**config.mk**
```make
export PLATFORM = sky130hd
export DESIGN_NAME = dma_trig_ctrl
export DESIGN_NICKNAME = d
export VERILOG_FILES = /design/src/rtl/dtc_pkg.sv /design/src/rtl/dtc_sync.sv /design/src/rtl/dtc_trig_qual.sv /design/src/rtl/dtc_burst_seq.sv /design/src/rtl/dma_trig_ctrl.sv
export SDC_FILE = /design/constraint.sdc
export NUM_CORES = 1
export LEC_CHECK = 0
export BUFFER_PORTS_ARGS = -buffer_cell sky130_fd_sc_hd__buf_2
export CAP_MARGIN = 10
export CORE_ASPECT_RATIO = 1.4
export CORE_MARGIN = 3
export CORE_UTILIZATION = 49
export DETAILED_ROUTE_END_ITERATION = 12
export GPL_TIMING_DRIVEN = 1
export PLACE_DENSITY = 0.81
export SETUP_SLACK_MARGIN = 0.1
export SYNTH_ARGS = -nofsm -noshare
export SYNTH_HDL_FRONTEND = slang
export SYNTH_SLANG_ARGS = --single-unit
```
**constraint.sdc**
```tcl
create_clock -name clk_i -period 1.3 [get_ports clk_i]
set_input_delay 0 -clock clk_i [delete_from_list [all_inputs] [get_ports clk_i]]
set_output_delay 0 -clock clk_i [all_outputs]
set_load 0.02 [all_outputs]
```
**src/rtl/dtc_pkg.sv**
```systemverilog
package dtc_pkg;
  localparam int CFG_W = 9;
  localparam int PWR_W = 4;

  typedef struct packed {
    logic [PWR_W-1:0] pwr;
    logic             burst;
    logic             level;
    logic             pol_high;
    logic             trig_en;
    logic             pace_en;
  } chan_cfg_t;
endpackage

```
**src/rtl/dtc_sync.sv**
```systemverilog
module dtc_sync #(
  parameter int STAGES = 2
) (
  input  logic clk_i,
  input  logic rst_ni,
  input  logic d_i,
  output logic q_o,
  output logic q_prev_o
);
  logic [STAGES:0] sh_q;

  always_ff @(posedge clk_i or negedge rst_ni) begin
    if (!rst_ni) begin
      sh_q <= '0;
    end else begin
      sh_q[0] <= d_i;
      for (int i = 1; i <= STAGES; i++) sh_q[i] <= sh_q[i-1];
    end
  end

  assign q_o      = sh_q[STAGES-1];
  assign q_prev_o = sh_q[STAGES];
endmodule

```
**src/rtl/dtc_trig_qual.sv**
```systemverilog
module dtc_trig_qual (
  input  logic clk_i,
  input  logic rst_ni,
  input  logic trig_s_i,
  input  logic trig_p_i,
  input  logic trig_en_i,
  input  logic pol_high_i,
  input  logic level_i,
  input  logic start_i,
  input  logic idle_i,
  output logic launch_o
);
  logic act, act_prev, edge_hit, edge_mode, pend_q, evt;

  assign act       = pol_high_i ? trig_s_i : ~trig_s_i;
  assign act_prev  = pol_high_i ? trig_p_i : ~trig_p_i;
  assign edge_hit  = act & ~act_prev;
  assign edge_mode = trig_en_i & ~level_i;

  always_comb begin
    if (!trig_en_i)   evt = start_i;
    else if (level_i) evt = act;
    else              evt = edge_hit | pend_q;
  end

  assign launch_o = idle_i & evt;

  // edges seen while busy fold into one pending event
  always_ff @(posedge clk_i or negedge rst_ni) begin
    if (!rst_ni)                   pend_q <= 1'b0;
    else if (!edge_mode)           pend_q <= 1'b0;
    else if (launch_o)             pend_q <= 1'b0;
    else if (edge_hit && !idle_i)  pend_q <= 1'b1;
  end
endmodule

```
**src/rtl/dtc_burst_seq.sv**
```systemverilog
module dtc_burst_seq #(
  parameter int MAX_PWR = 10,
  parameter int PWR_W   = 4
) (
  input  logic             clk_i,
  input  logic             rst_ni,
  input  logic             launch_i,
  input  logic             burst_i,
  input  logic [PWR_W-1:0] pwr_i,
  input  logic             pace_en_i,
  input  logic             pace_i,
  input  logic             ack_i,
  output logic             req_o,
  output logic             busy_o,
  output logic             done_o
);
  localparam int CNT_W = MAX_PWR + 1;
  localparam logic [PWR_W-1:0] MAX_P = PWR_W'(MAX_PWR);

  logic [PWR_W-1:0] pwr_eff;
  logic [CNT_W-1:0] len, rem_q;
  logic             req_q, busy_q, done_q, pace_ok;

  assign pwr_eff = (pwr_i > MAX_P) ? MAX_P : pwr_i;
  assign len     = burst_i ? (CNT_W'(1) << pwr_eff) : CNT_W'(1);
  assign pace_ok = ~pace_en_i | pace_i;

  always_ff @(posedge clk_i or negedge rst_ni) begin
    if (!rst_ni) begin
      rem_q  <= '0;
      req_q  <= 1'b0;
      busy_q <= 1'b0;
      done_q <= 1'b0;
    end else begin
      done_q <= 1'b0;
      if (launch_i) begin
        busy_q <= 1'b1;
        rem_q  <= len;
        req_q  <= 1'b0;
      end else if (busy_q) begin
        if (req_q && ack_i) begin
          req_q <= 1'b0;
          rem_q <= rem_q - CNT_W'(1);
          if (rem_q == CNT_W'(1)) begin
            busy_q <= 1'b0;
            done_q <= 1'b1;
          end
        end else if (!req_q && pace_ok) begin
          req_q <= 1'b1;
        end
      end
    end
  end

  assign req_o  = req_q;
  assign busy_o = busy_q;
  assign done_o = done_q;
endmodule

```
**src/rtl/dma_trig_ctrl.sv**
```systemverilog
module dma_trig_ctrl #(
  parameter int MAX_PWR     = 10,
  parameter int SYNC_STAGES = 2
) (
  input  logic                      clk_i,
  input  logic                      rst_ni,
  input  logic [dtc_pkg::CFG_W-1:0] cfg_i,
  input  logic                      sw_start_i,
  input  logic                      trig_i,
  input  logic                      preq_i,
  input  logic                      xfer_ack_i,
  output logic                      xfer_req_o,
  output logic                      busy_o,
  output logic                      burst_done_o
);
  import dtc_pkg::*;

  chan_cfg_t cfg;
  logic      trig_s, trig_p, launch, busy;

  assign cfg = chan_cfg_t'(cfg_i);

  dtc_sync #(.STAGES(SYNC_STAGES)) u_sync (
    .clk_i    (clk_i),
    .rst_ni   (rst_ni),
    .d_i      (trig_i),
    .q_o      (trig_s),
    .q_prev_o (trig_p)
  );

  dtc_trig_qual u_qual (
    .clk_i      (clk_i),
    .rst_ni     (rst_ni),
    .trig_s_i   (trig_s),
    .trig_p_i   (trig_p),
    .trig_en_i  (cfg.trig_en),
    .pol_high_i (cfg.pol_high),
    .level_i    (cfg.level),
    .start_i    (sw_start_i),
    .idle_i     (~busy),
    .launch_o   (launch)
  );

  dtc_burst_seq #(.MAX_PWR(MAX_PWR), .PWR_W(PWR_W)) u_seq (
    .clk_i     (clk_i),
    .rst_ni    (rst_ni),
    .launch_i  (launch),
    .burst_i   (cfg.burst),
    .pwr_i     (cfg.pwr),
    .pace_en_i (cfg.pace_en),
    .pace_i    (preq_i),
    .ack_i     (xfer_ack_i),
    .req_o     (xfer_req_o),
    .busy_o    (busy),
    .done_o    (burst_done_o)
  );

  assign busy_o = busy;
endmodule

```
==> results of run 1 <==
power breakdown:
| group | internal (W) | switching, W |
|---|---|---|
| Combinational | 0.000765 | 0.000727 |
| Clock | 0.000172 | 0.000216 |
| Sequential | 0.000744 | 0.000165 |
Yosys cell counts, drive strengths merged (3+ instances only):
library cell | number | area, µm²
a21oi | 8 | 40.0
dfrtp | 18 | 450
inv | 5 | 18.8
nand2 | 8 | 30.0
nand3 | 7 | 35.0
nand4 | 3 | 33.8
nor2 | 19 | 73.8
nor3 | 4 | 20.0
nor4 | 4 | 31.3
o21ai | 3 | 18.8
or3 | 3 | 18.8
xnor2 | 3 | 26.3
final cells by class:
class / count / area (µm²) / area share (%)
multi-input combinational: 89 / 751 / 43.5
sequential: 18 / 453 / 26.3
timing repair buffer: 59 / 439 / 25.5
clock buffer: 4 / 36.3 / 2.10
tap: 21 / 26.3 / 1.52
inverter: 5 / 18.8 / 1.09
worst max path at each step:
stage,startpoint,end,slack (ps),cells past startpoint
after floorplan,u_seq.busy_o,u_seq.rem_q[10],-200,5
after CTS,u_seq.rem_q[8],u_seq.rem_q[9],-160,4
after global placement,u_seq.rem_q[7],u_seq.rem_q[10],-160,3
after detailed placement,u_seq.rem_q[7],u_seq.rem_q[10],-220,3
final,u_seq.rem_q[8],u_seq.rem_q[10],-190,4
after global routing,u_seq.rem_q[4],u_seq.rem_q[9],-310,6
cells by family after synthesis:
family,share of synthesized area [%]
XOR/XNOR,4.19
AND/OR/NAND/NOR,28.3
adder cells (fa/ha/maj),2.39
flip-flops,43.1
buffers and inverters,3.71
multiplexers,0.957
AO/OA/AOI/OAI,17.3
sequential cells by signal (all words and copies together) (netlist names):
signal         count
u_seq.rem_q       11
u_seq.req_o        1
u_seq.busy_o       1
u_seq.done_o       1
u_qual.pend_q      1
u_sync.sh_q        3
through the flow:
stage | TNS [ps] | hold slack (ps) | total power, W | std cells | setup slack [ps]
finish | -1960 | 4.21 | 0.00279 | 196 | -195
global route | -3090 | 35.7 | 0.00292 | 196 | -315
CTS | -1350 | 32.3 | 0.00258 | 193 | -165
detailed placement | -2180 | -44.5 | 0.00200 | 180 | -223
global placement | -1300 | -51.8 | 0.00194 | 180 | -164
floorplan | -459 | -296 | 0.00144 | 115 | -203
worst register-to-register path, delay by kind of cell (launching register included):
family	cells	cell delay (ps)
simple gates	2	770
flops	1	400
compound gates	2	270
metal layers:
metal,routed length (µm),vias up
li1,-,538
met1,1410,579
met2,1930,49
met3,162,13
met4,128,0
met5,0,-
timing repair:
action                                  4_1_cts  5_1_grt
hold endpoints to repair                     21        0
gates resized for setup                      37        9
endpoints found under the setup margin       15       15
buffers inserted                              4        3
hold buffers                                  5        0
pin swaps                                    14        2
==> results.toml, run 1 <==
[worst_setup_path]
critPathMostFrequentCell = "or3_4"
cpMaxStageDelayCell = "or3_4"
path_max_fanout = 3
slowest_delay_ps = 420
cp-start-kind = "flip-flop"
critPathKind = "reg -> reg"
path_cells = "or3_4, or3_4, o32ai_2, a31o_1"
r2r_cells = 4
cp_top_family = "simple AND/OR/NAND/NOR gates"
r2r_start = "u_seq.rem_q[8]"
r2r_setup_slack_ps = -190
critPathBufInv = 0
cp_data_arrival_time_ps = 1760
cp.required_ps = 1570
endpoint_kind = "flip-flop"
r2r-end = "u_seq.rem_q[10]"

[global_routing]
grtUsageMet3_pct = 3.26
grt_pass1_wl_um = 5720
grtUsageMet2_pct = 50.0
grt_pass1_vias = 1237
grt_busiest_layer = "met2"
use_met1_pct = 33.9
grt.overflow.total = 0
grt_use_total_pct = 28.9
antenna_found_initial = 0
grt_max_degree = 19

[synthesis]
syn_area_per_cell_um2 = 9.10
synth_cells = 115
synth_async_sr_flop_share_pct = 100
synth_warnings = 0
synth-edff-count = 0
syn-cell-area_um2 = 1050
ys_ff_latch = 18
synthFlopType = "dfrtp_1"
synth_cell_types = 41
syn_nets = 132
yosysSeqAreaShare_pct = 43.1

[sta]
post-route-period-util_pct = 115
slew_headroom_pct = 72.5
slew_viol_final = 0
max_freq_mhz = 669
hold_viol_final = 0
final-setup-viol-count = 14
fin_crit_ps = 1490
setup_ws_ps = -195
rsz0062_at_grt = "true"
worst_pin_slew_ps = 409
fin_skew_ps = 8.04

[outcome]
status = "complete, but fails checks"
violations = "negative setup slack"

[placed_design]
place_hpwl_um = 2130
place_congestion = 0.837
place_area_um2 = 1370
numPortBuffers = 17

[drt]
ant_nets = 0
drt-total-wl_um = 3630
drc = 0
vias = 1179
firstDrtPassIters = 4
drt_iter0_drc = 41
vias_per_cell = 6.02
avgRoutedWirePerCell_um = 18.5

[die]
fp.dieW_um = 45.1
die_h_um = 60.7
start_util_pct = 52.4
io_pins = 18
dieArea_um2 = 2730
rows = 19
coreArea_um2 = 2000

[worst_hold_path]
hp-start = "xfer_ack_i"
whs_endpoint = "u_seq.req_o"
min_path_cells = 4
hold_class = "in -> reg"

[final_layout]
area_growth_pct = 64.8
most-common-layout-cells = "buf_4, buf_2, nor2_1, dfrtp_1"
fillers = 100
final_util_pct = 86.3
drive_gt1_share_pct = 54.3
nNetsFinal = 193
antenna_cells = 0
final_area_um2 = 1720
final_common_cell = "buf_4"

[power]
p_leak_nw = 0.748
powerDensity_nw_per_um2 = 1620
vdd_drop_max_mv = 1.25

[cts]
cts_htree_levels = 1
cts-root-buf = "clkbuf_4"
cts.sinks = 18
clk_latency_ps = 320
path_clk_slew_ps = 120
cts_buffer_depth = 2
cts_tree = "yes"
numCtsBuffers = 3

[run]
drv_cap = 0
(Power assumes the default switching activity.)
==> run 2: changes to the inputs <==
- CORE_ASPECT_RATIO: 1.4 -> default
- CORE_UTILIZATION: 49 -> 58
- PLACE_DENSITY: 0.81 -> 0.89
- clock period: 1.3 -> 1.8 ns (I/O delays scaled with it)
==> run 2 against run 1 <==
Compared with the run above: the flow now finishes without violations; non-clock buffer count down 32; worst hold slack better by 1.4 ps; core utilization down 5.8 points; clock power down 34%; largest power group is now registers; power down 47%.
==> results.toml, run 2 (synthesized netlist as in run 1, its figures left out) <==
[outcome]
status = "completed"

[final_layout]
area_growth_pct = 22.7
antenna_cells = 0
largest-register = "u_seq.rem_q"
drive_gt1_share_pct = 25.2
nNetsFinal = 161
reg_top3 = "u_seq.rem_q: 11 flops, u_sync.sh_q: 3 flops"
fillers = 95
most-common-layout-cells = "nor2_1, buf_2, dfrtp_1, nand2_1, a21oi_1"
largest_register_ffs = 11

[power]
p_switching_w = 0.000565
internal_power_w = 0.000911
powerDensity_nw_per_um2 = 1150
p_leak_nw = 0.545
seqPwrFrac_pct = 45.7
swShare_pct = 38.3
vdd_drop_max_mv = 0.763
p_clk_share_pct = 17.2
total_power_w = 0.00148
p_comb_share_pct = 37.1

[die]
die_h_um = 48.5
io_pins = 18
coreArea_um2 = 1590
fp.dieW_um = 48.5
rows = 14
dieArea_um2 = 2350
start_util_pct = 65.6

[drt]
ant_nets = 0
vias_per_cell = 6.07
firstDrtPassIters = 5
drt-total-wl_um = 2590
avgRoutedWirePerCell_um = 15.5
drt_iter0_drc = 39
vias = 1013
drc = 0

[run]
drv_cap = 0

[sta]
setup_ws_ps = 170
final-setup-viol-count = 0
worst_pin_slew_ps = 405
slew_viol_final = 0
fin_crit_ps = 1630
tns_ps = 0
post-route-period-util_pct = 90.5
rsz0062_at_grt = "true"
slew_headroom_pct = 72.8
max_freq_mhz = 614
hold_viol_final = 0
fin_skew_ps = 4.83

[placed_design]
place_congestion = 0.894
numPortBuffers = 17
pre_cts_ws_ps = 146
place_hpwl_um = 1710

[cts]
clk_latency_ps = 300
cts_htree_levels = 1
cts-root-buf = "clkbuf_4"
cts_buffer_depth = 2
cts.sinks = 18
numCtsBuffers = 3
cts_tree = "yes"
path_clk_slew_ps = 110

[worst_setup_path]
r2r_start = "u_sync.sh_q[1]"
critPathBufInv = 1
cpMaxStageDelayCell = "dfrtp_1"
cp.required_ps = 1990
path_max_fanout = 11
endpoint_kind = "flip-flop"
cp-start-kind = "flip-flop"
critPathKind = "reg -> reg"
crit_path_start = "u_sync.sh_q[1]"
cp_data_arrival_time_ps = 1820
slowest_delay_ps = 420
cp_top_family = "compound AO/OA/AOI/OAI gates"
path_cells = "or2_1, o22ai_4, o21ai_4, buf_4, a41oi_1, a21oi_1"

[global_routing]
grt.overflow.total = 0
grt_pass1_vias = 967
antenna_found_initial = 0
grt_max_degree = 19
grt_use_total_pct = 23.4
grt_pass1_wl_um = 4410

[worst_hold_path]
hold_class = "in -> reg"
hp-start = "preq_i"
[run 2: path summary, 6_finish.rpt]
check / endpoint / slack (ps) / cells after the start
max: u_seq.rem_q[7] / 170 / 6
min: u_seq.req_o / 6 / 3
max reg2reg: u_seq.rem_q[7] / 170 / 6
min reg2reg: u_sync.sh_q[1] / 370 / 0
max in group asynchronous: u_seq.busy_o / 1360 / 2
min in group asynchronous: u_seq.rem_q[5] / 130 / 2
[run 2: through the flow]
stage	hold slack, ps	utilization [%]	cell area (µm²)	instances
floorplan	-296	-	1050	115
global placement	-57.9	73.0	1160	156
detailed placement	-51.7	73.0	1160	156
CTS	23.1	78.3	1250	164
global route	51.5	80.5	1280	167
finish	5.59	80.5	1280	167
[run 2: layout make-up]
type | instances | area, µm² | area share, %
multi-input combinational | 89 | 577 | 44.9
sequential | 18 | 452 | 35.2
timing repair buffer | 27 | 170 | 13.3
clock buffer | 4 | 36.3 | 2.83
tap | 24 | 30.0 | 2.34
inverter | 5 | 18.8 | 1.46
[run 2: metal layers]
layer	track usage, %	routed length, µm
met4	7.58	46
met1	31.0	1090
met5	0	0
met3	4.29	197
met2	38.8	1260
[run 2: tightest hold or removal path, cell delays in order]
cell      delay, ps
buf_2            70
o311ai_0        120
o21ai_0          80
[run 2: repair_timing]
item / in CTS / in global routing
hold endpoints to repair: 20 / 0
buffers inserted: 0 / 3
hold buffers: 4 / 0
pin swaps: 0 / 1
cloned: 0 / 0
setup endpoints to repair: 1 / 5
gates resized for setup: 1 / 4
[run 2: power by group through the flow]
stage               sequential [W]  combinational, W  clock [W]
floorplan                 0.000659          0.000375          0
finish                    0.000674          0.000547   0.000254
global route              0.000691          0.000610   0.000274
detailed placement        0.000671          0.000508          0
CTS                       0.000665          0.000528   0.000255
global placement          0.000658          0.000493          0
